## config.mk

```make
export PLATFORM = sky130hd
export DESIGN_NAME = ir_pulse_decoder
export DESIGN_NICKNAME = d
export VERILOG_FILES = /design/src/rtl/irpd_pkg.sv /design/src/rtl/irpd_sync.sv /design/src/rtl/irpd_edge.sv /design/src/rtl/irpd_stretch.sv /design/src/rtl/ir_pulse_decoder.sv
export SDC_FILE = /design/constraint.sdc
export NUM_CORES = 1
export LEC_CHECK = 0
export ABC_AREA = 1
export ABC_CLOCK_PERIOD_IN_PS = 2700
export BUFFER_PORTS_ARGS = -buffer_cell sky130_fd_sc_hd__buf_2
export CORE_AREA = 8 8 45 47
export DETAILED_ROUTE_END_ITERATION = 8
export DIE_AREA = 0 0 53 55
export PLACE_DENSITY = 0.45
export SETUP_SLACK_MARGIN = 0.15
export SKIP_LAST_GASP = 1
export SLEW_MARGIN = 5
export SYNTH_ARGS = -nofsm -noshare
export SYNTH_HDL_FRONTEND = slang
export SYNTH_SLANG_ARGS = --single-unit
```

## constraint.sdc

```tcl
create_clock -name clk -period 2.7 [get_ports clk]
set_input_delay 0.27 -clock clk [delete_from_list [all_inputs] [get_ports clk]]
set_output_delay 0.27 -clock clk [all_outputs]
set_load 0.05 [all_outputs]
```

## src/rtl/irpd_pkg.sv

```systemverilog
// Package: shared defaults and the line level encoding for the IR pulse decoder.
// Assumes: a serial line idles high (mark) and a space is driven low.
package irpd_pkg;
    localparam int unsigned DEF_BIT_TICKS   = 16;
    localparam int unsigned DEF_SYNC_STAGES = 2;

    typedef enum logic {
        LINE_SPACE = 1'b0,
        LINE_MARK  = 1'b1
    } line_e;
endpackage

```

## src/rtl/irpd_sync.sv

```systemverilog
// Module: irpd_sync
// Brings an asynchronous level into the clk domain through a chain of flops.
// Assumes: STAGES >= 1; the chain resets to RESET_VAL so that no edge appears at reset.
module irpd_sync #(
    parameter int unsigned STAGES    = 2,
    parameter logic        RESET_VAL = 1'b1
) (
    input  logic clk,
    input  logic rst_n,
    input  logic d_async,
    output logic q_sync
);
    logic stage_q [STAGES];

    for (genvar i = 0; i < STAGES; i++) begin : g_stage
        if (i == 0) begin : g_first
            // Purpose: first capture flop of the raw line.
            always_ff @(posedge clk) begin
                if (!rst_n) stage_q[0] <= RESET_VAL;
                else        stage_q[0] <= d_async;
            end
        end else begin : g_next
            // Purpose: later flop of the chain, settles the previous stage.
            always_ff @(posedge clk) begin
                if (!rst_n) stage_q[i] <= RESET_VAL;
                else        stage_q[i] <= stage_q[i-1];
            end
        end
    end

    assign q_sync = stage_q[STAGES-1];
endmodule

```

## src/rtl/irpd_edge.sv

```systemverilog
// Module: irpd_edge
// Flags one cycle when a synchronized level goes from high to low.
// Assumes: lvl is already in the clk domain; the history flop resets high,
// matching the idle level, so reset never creates an edge.
module irpd_edge (
    input  logic clk,
    input  logic rst_n,
    input  logic lvl,
    output logic fall
);
    logic prev_q;

    // Purpose: remember the level of the previous cycle.
    always_ff @(posedge clk) begin
        if (!rst_n) prev_q <= 1'b1;
        else        prev_q <= lvl;
    end

    // Purpose: high-to-low detection; the rising direction is deliberately ignored.
    always_comb begin
        fall = prev_q & ~lvl;
    end
endmodule

```

## src/rtl/irpd_stretch.sv

```systemverilog
// Module: irpd_stretch
// Turns a one-cycle trigger into a space lasting BIT_TICKS cycles; a trigger
// during a running stretch reloads the count so adjacent spaces merge.
// Assumes: BIT_TICKS >= 1; trig is a single-cycle pulse.
module irpd_stretch #(
    parameter int unsigned BIT_TICKS = 16
) (
    input  logic clk,
    input  logic rst_n,
    input  logic trig,
    output logic space
);
    localparam int unsigned CNT_W = $clog2(BIT_TICKS + 1);
    localparam logic [CNT_W-1:0] LOAD_VAL = CNT_W'(BIT_TICKS);

    logic [CNT_W-1:0] cnt_q;

    // Purpose: load on a trigger, otherwise count down to zero and stop.
    always_ff @(posedge clk) begin
        if (!rst_n)            cnt_q <= '0;
        else if (trig)         cnt_q <= LOAD_VAL;
        else if (cnt_q != '0)  cnt_q <= cnt_q - 1'b1;
    end

    // Purpose: a non-zero count means the output is in a space.
    always_comb begin
        space = (cnt_q != '0);
    end
endmodule

```

## src/rtl/ir_pulse_decoder.sv

```systemverilog
// Module: ir_pulse_decoder (top)
// Recovers NRZ serial data from an infrared receive line: every falling edge
// of the synchronized line produces one bit-time space on rx_nrz.
// Assumes: clk runs at 16x baud; every pulse lasts at least one clk period;
// rst_n is synchronous and active low and also blocks reception while low.
module ir_pulse_decoder
    import irpd_pkg::*;
#(
    parameter int unsigned BIT_TICKS   = DEF_BIT_TICKS,
    parameter int unsigned SYNC_STAGES = DEF_SYNC_STAGES
) (
    input  logic clk,
    input  logic rst_n,
    input  logic ir_rx,
    output logic rx_nrz
);
    logic ir_sync;
    logic ir_fall;
    logic in_space;
    line_e line_lvl;

    irpd_sync #(
        .STAGES    (SYNC_STAGES),
        .RESET_VAL (1'b1)
    ) u_sync (
        .clk     (clk),
        .rst_n   (rst_n),
        .d_async (ir_rx),
        .q_sync  (ir_sync)
    );

    irpd_edge u_edge (
        .clk   (clk),
        .rst_n (rst_n),
        .lvl   (ir_sync),
        .fall  (ir_fall)
    );

    irpd_stretch #(
        .BIT_TICKS (BIT_TICKS)
    ) u_stretch (
        .clk   (clk),
        .rst_n (rst_n),
        .trig  (ir_fall),
        .space (in_space)
    );

    // Purpose: map the stretch state onto the serial line levels.
    always_comb begin
        line_lvl = in_space ? LINE_SPACE : LINE_MARK;
    end

    assign rx_nrz = line_lvl;
endmodule

```

==> results of run 1 <==
[metal layers]
layer  share of wire  wire [um]
met2            0.35        189
met1            0.56        298
met3           0.039         21
met5               0          0
met4           0.047         25
[critical path, cell delays in order (launching register included)]
cell and delay [ns]:
dfxtp_1 0.31, inv_1 0.09, ha_1 0.25, nand3_2 0.15, inv_1 0.07, buf_2 0.25
[power by group]
part	switching, mW	internal, mW	leakage [nW]
combinational	0.131	0.0702	0.108
clock	0.0425	0.0510	0.0138
sequential	0.0185	0.145	0.0660
total	0.192	0.267	0.187
[logic make-up (layout without fill, tap and decap cells)]
| kind of cell | after synthesis | in the layout | synth area share |
|---|---|---|---|
| buffers and inverters | 7 | 13 | 0.0817 |
| AOI/OAI and AO/OA | 3 | 3 | 0.0467 |
| and+or+nand+nor | 21 | 21 | 0.307 |
| DFF | 8 | 8 | 0.498 |
| xor gates and xnor gates | 1 | 1 | 0.0272 |
| adders and majority gates | 1 | 1 | 0.0389 |
[area by class of cell]
cell class                      count  area share
Clock buffer                        3      0.0594
Inverter                            7      0.0693
Multi-Input combinational cell     26       0.356
Sequential cell                     8       0.422
Tap cell                           16      0.0528
Timing Repair Buffer                3      0.0396
[synthesized netlist by cell type]
cell type and count:
inv_1 7, nand3b_1 1, nand4_1 1, dfxtp_1 8, ha_1 1, a21oi_1 3, nand3_2 1, nor2_1 4
or2_2 2, nor2_2 1, xnor2_1 1, nand2_1 11
[placed cells by master (no fill, tap or decap), types with 2 or more instances in the layout]
cell type and n:
clkbuf_4 3, buf_2 3, dfxtp_1 8, a21oi_1 3, nand2_1 11, inv_1 7
or2_2 2, nor2_1 4
[worst min path at each step]
stage,from,endpoint,depth (start not counted)
after floorplan,rst_n,u_edge.prev_q$_SDFF_PN1_,1
after global placement,u_sync.stage_q[0]$_SDFF_PN1_,u_sync.stage_q[1]$_SDFF_PN1_,1
after detailed placement,u_sync.stage_q[0]$_SDFF_PN1_,u_sync.stage_q[1]$_SDFF_PN1_,1
after CTS,ir_rx,u_sync.stage_q[0]$_SDFF_PN1_,2
after global routing,ir_rx,u_sync.stage_q[0]$_SDFF_PN1_,2
final,ir_rx,u_sync.stage_q[0]$_SDFF_PN1_,2
[state kept, by name (all words and copies together), names as in the netlist]
register         flops
u_stretch.cnt_q      5
u_sync.stage_q       2
u_edge.prev_q        1
==> flow_summary.ini, run 1 <==
[run_status]
outcome = complete, no violations

[setup_path]
r2r_setup_slack_ns = 1.61
worstSetupPathType = reg2out
required_ns = 2.43
critPathLaunch = u_stretch.cnt_q[1]$_SDFFE_PP0P_
cp-endpoint = rx_nrz
timing.rr.end = u_stretch.cnt_q[3]$_SDFFE_PP0P_
worstPathMaxFanout = 5
worstPathArrival_ns = 1.37
reg2reg_depth = 5
r2r_start = u_stretch.cnt_q[0]$_SDFFE_PP0P_
crit_path_end_kind = output port
startpoint_type = register

[final_layout]
multi_input_area_um2 = 135
fin_util = 0.274
fin_nets = 53
regArea_um2 = 160
stdcell_area_um2 = 379
drive_above_1_share = 0.213
n_fill_cell = 156
syn_to_final_growth_pct = 17.9
stdcell_count = 63
antenna_cells = 0

[sta]
whs_ns = 0.203
fin_ws_ns = 1.06
drv_slew = 0
fin_setup_tns_ns = 0
relSlewSlack = 0.835
finalCritPeriodShare = 0.607
rsz0062_at_grt = false
fmax_ghz = 0.610
final_hold_viol_count = 0
finClkSkew_ns = 0.00252
finalSetupViolCount = 0
worstMarginPinSlew_ns = 0.250
period_needed_ns = 1.64

[grt]
grt_max_degree = 6
antenna_found_initial = 0
met2_usage = 0.0488
grt_use_met1 = 0.0533
grt_pass1_wl_um = 890
overflow = 0
grt_use_met3 = 0.0160
grt_usage = 0.0459
grt_pass1_vias = 235
grt_busiest_layer = met4

[placed_design]
portBuffers = 3
placed_cell_area_um2 = 357
dp_slack_ns = 1.33
dp.cells = 60
place_congestion = 0.644

[floorplan]
die_area_um2 = 2920
rows = 14
die_w_um = 53
start_util = 0.232
die_h_um = 55
pin_count = 4
core_area_um2 = 1380

[logic_synthesis]
synth_top_area_cell = dfxtp_1
yosysUniqueCellTypes = 12
syn_nets = 45
syn_avg_cell_area_um2 = 7.84
ys_ff_latch = 8
syn_inst = 41
yosysWarnings = 0
syn_area_um2 = 322
seq_area_frac_synth = 0.498
yosys.area.top_type_share = 0.498
ys_top_cells_by_area = dfxtp_1 50%, nand2_1 13%, inv_1 8.2%

[clock_network]
cts_inserted_buffers = 3
htree_levels = 1
post_cts_buffers = 0
insertion_delay_ns = 0.25
cts_tree = yes
cts_root_buf = clkbuf_4
clk_pin_slew_ns = 0.06
clock_path_buffers = 2
ctsHoldBuffers = 0
cts_resized = 0
clkSinkCount = 8

[detailed_routing]
drt-wirelength-per-cell_um = 8.48
drt_iter0_drc = 0
via_count = 249
drt_pass1_iterations = 1
drcViolationCount = 0
post_drt_via_cell_ratio = 3.95
routed_wl_um = 534
ant_nets = 0

[job]
maxCapViolations = 0

[power]
p_leak_nw = 0.187
peakVddDrop_uv = 434
finalPower_uw = 459
power_density_nw_per_um2 = 1210

[min_path]
holdCritPathClass = in2reg
No activity file was read; power rests on OpenSTA's default activity.
==> run 2, diff against run 1 <==
--- a/config.mk
+++ b/config.mk
@@ -6,7 +6,7 @@
 export NUM_CORES = 1
 export LEC_CHECK = 0
 export ABC_AREA = 1
-export ABC_CLOCK_PERIOD_IN_PS = 2700
+export ABC_CLOCK_PERIOD_IN_PS = 1600
 export BUFFER_PORTS_ARGS = -buffer_cell sky130_fd_sc_hd__buf_2
 export CORE_AREA = 8 8 45 47
 export DETAILED_ROUTE_END_ITERATION = 8
==> constraint.sdc (replaced) <==
create_clock -name clk -period 1.6 [get_ports clk]
set_input_delay 0.16 -clock clk [delete_from_list [all_inputs] [get_ports clk]]
set_output_delay 0.16 -clock clk [all_outputs]
set_load 0.05 [all_outputs]
==> run 2 against run 1 <==
- register-to-register slack lost 1.0 ns
- cell count is the same
- non-clock buffer count is the same
- worst hold slack lost 0.11 ns
- critical path type unchanged
- highest routed layer is now met3
- sequential cell count is the same
- critical endpoint unchanged
- sequential share of layout area shrank 2.0 points
- clock power grew 59%
==> flow_summary.ini, run 2 (synthesized netlist as in run 1, its figures left out) <==
[clock_network]
insertion_delay_ns = 0.25
ctsHoldBuffers = 0
cts_root_buf = clkbuf_4
clkSinkCount = 8
post_cts_buffers = 0
clk_pin_slew_ns = 0.05
htree_levels = 1
cts_tree = yes
clock_path_buffers = 2
cts_inserted_buffers = 3

[sta]
final_hold_viol_count = 0
relSlewSlack = 0.900
worstMarginPinSlew_ns = 0.149
drv_slew = 0
fmax_ghz = 0.723
rsz0062_at_grt = false
finalCritPeriodShare = 0.865
period_needed_ns = 1.38
finalSetupViolCount = 0
fin_ws_ns = 0.216
fin_setup_tns_ns = 0
finClkSkew_ns = 0.00120
whs_ns = 0.0932

[placed_design]
dp.cells = 60
dp_slack_ns = 0.352
portBuffers = 3
place_congestion = 0.745
placed_cell_area_um2 = 357
dp_hpwl_um = 393

[setup_path]
critPathLaunch = u_stretch.cnt_q[0]$_SDFFE_PP0P_
required_ns = 1.44
cpMostUsedCell = inv_1
crit_chain = inv_1 -> ha_4 -> nand3_2 -> inv_1 -> buf_6
worstPathMaxFanout = 5
path_buf_inv = 3
cp_top_family = buffers and inverters
cp_slowest_cell = dfxtp_1
worstPathArrival_ns = 1.22
startpoint_type = register
max_stage_delay_ns = 0.32
r2r_start = u_stretch.cnt_q[0]$_SDFFE_PP0P_
crit_path_end_kind = output port
worstSetupPathType = reg2out

[floorplan]
start_util = 0.232
die_h_um = 55
die_w_um = 53
core_area_um2 = 1380
rows = 14
pin_count = 4
die_area_um2 = 2920

[min_path]
holdCritPathClass = in2reg
min_from = ir_rx

[final_layout]
stdcell_area_um2 = 398
antenna_cells = 0
reg.largest.list = u_stretch.cnt_q (5), u_sync.stage_q (2), u_edge.prev_q (1)
layout_common_cells = 11 x nand2_1, 8 x dfxtp_1, 6 x inv_1
largest_reg_flops = 5
drive_above_1_share = 0.255
n_fill_cell = 149
final_common_cell = nand2_1
stdcell_count = 63
fin_nets = 53
syn_to_final_growth_pct = 23.7
max_flop_register = u_stretch.cnt_q

[detailed_routing]
routed_wl_um = 516
post_drt_via_cell_ratio = 3.89
drt-wirelength-per-cell_um = 8.19
drt_iter0_drc = 10
via_count = 245
drcViolationCount = 0
ant_nets = 0
drt_pass1_iterations = 4

[run_status]
outcome = complete, no violations

[grt]
grt_pass1_wl_um = 931
overflow = 0
grt_usage = 0.0465
grt_pass1_vias = 241
grt_max_degree = 6
antenna_found_initial = 0

[power]
power_density_nw_per_um2 = 2080
peakVddDrop_uv = 630
p_leak_nw = 0.190

[job]
maxCapViolations = 0
[run 2: cell types whose count changed in the layout (fill, tap and decap cells not counted)]
cell   previous run  this run
buf_2             3         2
buf_6             0         1
ha_1              1         0
ha_4              0         1
inv_1             7         6
inv_2             0         1
[run 2: worst register-to-register path, stage by stage (launching register included)]
cell	delay (ns)
dfxtp_1	0.32
inv_1	0.12
ha_4	0.18
nand3_2	0.12
nand2_1	0.13
a21oi_1	0.05
[run 2: routing by layer]
layer  GRT usage  vias up  share of wire
li1            -      136              -
met1      0.0473      100           0.51
met2      0.0586        9           0.42
met3      0.0481        0          0.076
met4      0.0259        0              0
met5           0        -              0
[run 2: cell type report]
type                    count  area (um^2)  area share
repair buffers              3         21.3      0.0535
clock buffers               3         22.5      0.0566
well taps                  16         20.0      0.0503
flip-flops and latches      8          160       0.403
multi-input cells          26          148       0.371
inverters                   7         26.3      0.0660
[run 2: final timing paths]
check	to	slack (ns)	cells after the start
max	rx_nrz	0.22	5
min	u_sync.stage_q[0]$_SDFF_PN1_	0.09	2
max reg2reg	u_stretch.cnt_q[3]$_SDFFE_PP0P_	0.58	5
min reg2reg	u_sync.stage_q[1]$_SDFF_PN1_	0.41	1
[run 2: repair_timing]
| item | in CTS | in global routing |
|---|---|---|
| setup endpoints to repair | 1 | 1 |
| gates resized for setup | 2 | 3 |
| hold endpoints to repair | 0 | 0 |
| gates cloned | 0 | 0 |
[run 2: stage by stage]
stage	utilization	power, mW
2_1_floorplan	-	0.562
3_3_place_gp	0.258	0.632
3_5_place_dp	0.258	0.623
4_1_cts	0.278	0.805
5_1_grt	0.288	0.902
6_report	0.288	0.829
[run 2: power breakdown]
part / internal (mW) / switching (mW) / total, mW
logic: 0.163 / 0.237 / 0.401
clock network: 0.0855 / 0.0640 / 0.149
registers: 0.246 / 0.0330 / 0.279
==> run 3, diff against run 2 <==
--- a/config.mk
+++ b/config.mk
@@ -5,13 +5,12 @@
 export SDC_FILE = /design/constraint.sdc
 export NUM_CORES = 1
 export LEC_CHECK = 0
-export ABC_AREA = 1
 export ABC_CLOCK_PERIOD_IN_PS = 1600
 export BUFFER_PORTS_ARGS = -buffer_cell sky130_fd_sc_hd__buf_2
 export CORE_AREA = 8 8 45 47
 export DETAILED_ROUTE_END_ITERATION = 8
 export DIE_AREA = 0 0 53 55
-export PLACE_DENSITY = 0.45
+export PLACE_DENSITY = 0.44
 export SETUP_SLACK_MARGIN = 0.15
 export SKIP_LAST_GASP = 1
 export SLEW_MARGIN = 5
==> run 3 against run 2 <==
- combinational power increased by 7.2%
- synthesized cell count decreased by 29%
- cell count decreased by 14%
- die area unchanged
- critical endpoint unchanged
- largest cell class unchanged
==> flow_summary.ini, run 3 <==
[run_status]
outcome = complete, no violations

[setup_path]
r2r_setup_slack_ns = 0.35
crit_path_end_kind = output port
crit_chain = inv_2 -> ha_4 -> nor4b_4 -> buf_6
reg2reg_depth = 6
startpoint_type = register
timing.rr.end = u_stretch.cnt_q[0]$_SDFFE_PP0P_
worstPathMaxFanout = 3
r2r_start = u_stretch.cnt_q[0]$_SDFFE_PP0P_
cp_slowest_cell = dfxtp_2
required_ns = 1.44
max_stage_delay_ns = 0.32
worstSetupPathType = reg2out
worstPathArrival_ns = 1.22

[min_path]
hold-path-endpoint = u_sync.stage_q[0]$_SDFF_PN1_
min_from = ir_rx
holdCritPathClass = in2reg
hold_depth = 2

[floorplan]
rows = 14
die_area_um2 = 2920
core_area_um2 = 1380
start_util = 0.226
die_h_um = 55
die_w_um = 53
pin_count = 4

[detailed_routing]
drt_pass1_iterations = 2
via_count = 227
post_drt_via_cell_ratio = 4.20
ant_nets = 0
drcViolationCount = 0
routed_wl_um = 519
drt_iter0_drc = 3
drt-wirelength-per-cell_um = 9.61

[clock_network]
cts_inserted_buffers = 3
cts_tree = yes
ctsHoldBuffers = 0
insertion_delay_ns = 0.25
clk_pin_slew_ns = 0.05
clock_path_buffers = 2
htree_levels = 1
clkSinkCount = 8
cts_root_buf = clkbuf_4

[placed_design]
place_congestion = 0.809
portBuffers = 3
placed_cell_area_um2 = 369
dp_hpwl_um = 406

[sta]
finalSetupViolCount = 0
finClkSkew_ns = 0.00188
period_needed_ns = 1.38
worstMarginPinSlew_ns = 0.245
rsz0062_at_grt = false
relSlewSlack = 0.836
finalCritPeriodShare = 0.862
fmax_ghz = 0.725
final_hold_viol_count = 0
drv_slew = 0
fin_setup_tns_ns = 0

[logic_synthesis]
yosysWarnings = 0
netlist_top_cells_count = 8 x dfxtp_1, 5 x nand2b_1, 3 x nor3_1, 3 x xnor2_1, 2 x inv_1
ys_top_cells_by_area = dfxtp_1 51%, nand2b_1 10%, xnor2_1 8.4%
yosys.area.top_type_share = 0.512
synth_most_common_cell = dfxtp_1
synth_edf_count = 0
synth_top_area_cell = dfxtp_1
yosysUniqueCellTypes = 13
syn_nets = 33
syn_avg_cell_area_um2 = 10.8
ys_ff_latch = 8
syn_area_um2 = 313
seq_area_frac_synth = 0.512
synthFlopType = dfxtp_1
synth_async_sr_flop_share = 0
syn_inst = 29

[power]
peakVddDrop_uv = 485
power_density_nw_per_um2 = 2080
p_leak_nw = 0.163
seqPwrFrac = 0.323
clkPwrFrac = 0.179
switching_share = 0.355
p_sw_uw = 306
p_int_uw = 557
combPwrFrac = 0.498

[final_layout]
multi_input_area_um2 = 158
layout_common_cells = 6 x dfxtp_1, 5 x nand2b_1
final_common_cell = dfxtp_1
n_fill_cell = 152
max_flop_register = u_stretch.cnt_q
fin_nets = 44
stdcell_area_um2 = 414
syn_to_final_growth_pct = 32.4
regArea_um2 = 163
drive_above_1_share = 0.421
largest_reg_flops = 5
reg.largest.list = u_stretch.cnt_q (5), u_sync.stage_q (2), u_edge.prev_q (1)
fin_util = 0.299
antenna_cells = 0

[grt]
grt_max_degree = 6
overflow = 0
grt_pass1_wl_um = 855
grt_usage = 0.0449
grt_pass1_vias = 219
antenna_found_initial = 0

[job]
maxCapViolations = 0
-- run 3: changes by cell type after synthesis, moves of 2 or more --
cell / previous run / this run
nand2_1: 11 / 1
or2_2: 2 / 0
xnor2_1: 1 / 3
inv_1: 7 / 2
nand2b_1: 0 / 5
nor3_1: 0 / 3
a21oi_1: 3 / 0
nor2_1: 4 / 0
-- run 3: how the worst max path moves through the flow --
stage | from | to | slack, ns | cells after the start
after floorplan | u_stretch.cnt_q[1]$_SDFFE_PP0P_ | u_stretch.cnt_q[0]$_SDFFE_PP0P_ | 0.007 | 5
after global placement | u_stretch.cnt_q[1]$_SDFFE_PP0P_ | u_stretch.cnt_q[1]$_SDFFE_PP0P_ | 0.37 | 6
after detailed placement | u_stretch.cnt_q[0]$_SDFFE_PP0P_ | u_stretch.cnt_q[0]$_SDFFE_PP0P_ | 0.38 | 6
after CTS | u_stretch.cnt_q[0]$_SDFFE_PP0P_ | rx_nrz | 0.17 | 4
after global routing | u_stretch.cnt_q[0]$_SDFFE_PP0P_ | rx_nrz | 0.15 | 4
final | u_stretch.cnt_q[0]$_SDFFE_PP0P_ | rx_nrz | 0.22 | 4
-- run 3: cell families after synthesis --
logic type                 after synthesis  synth area share
and+or+nand+nor                         12             0.276
xor gates and xnor gates                 3            0.0840
buffers and inverters                    2            0.0240
AOI/OAI and AO/OA                        3            0.0640
DFF                                      8             0.512
adders and majority gates                1            0.0400
-- run 3: metrics by stage --
step	total power, mW	setup slack (ns)	cells	hold slack, ns
after floorplan	0.571	0.00707	29	0.233
after global placement	0.647	0.368	49	0.348
after detailed placement	0.661	0.379	49	0.348
after CTS	0.828	0.166	52	0.0823
after global routing	0.914	0.149	54	0.0834
final	0.863	0.221	54	0.0872
-- run 3: area by class of cell --
class | count | area share
Sequential cell | 8 | 0.393
Multi-Input combinational cell | 19 | 0.381
Timing Repair Buffer | 6 | 0.106
Clock buffer | 3 | 0.0544
Tap cell | 16 | 0.0483
Inverter | 2 | 0.0181
-- run 3: worst max-delay path, delay by kind of cell, from the launching register on --
kind / cells / cell delay [ns]
AND/OR/NAND/NOR: 1 / 0.23
flip-flops: 1 / 0.32
adder cells (fa/ha/maj): 1 / 0.15
buffers and inverters: 2 / 0.27
-- run 3: what timing repair did --
action / CTS / global route
resized for setup: 1 / 2
pin swaps: 0 / 1
endpoints found under the setup margin: 1 / 1
setup buffers: 0 / 2
gates cloned: 0 / 0
-- run 3: power groups by stage --
stage	sequential, mW	combinational, mW	clock, mW
final	0.278	0.430	0.154
after global routing	0.285	0.464	0.165
after CTS	0.277	0.391	0.160
after detailed placement	0.281	0.380	0
after global placement	0.280	0.367	0
after floorplan	0.275	0.296	0
-- run 3: routing by layer --
metal	share of wire	vias up	wire [um]	global-route usage
met1	0.47	102	246	0.0381
li1	-	115	-	-
met3	0.066	4	34	0.0267
met2	0.41	6	213	0.0566
met5	0	-	0	0
met4	0.048	0	25	0.0776
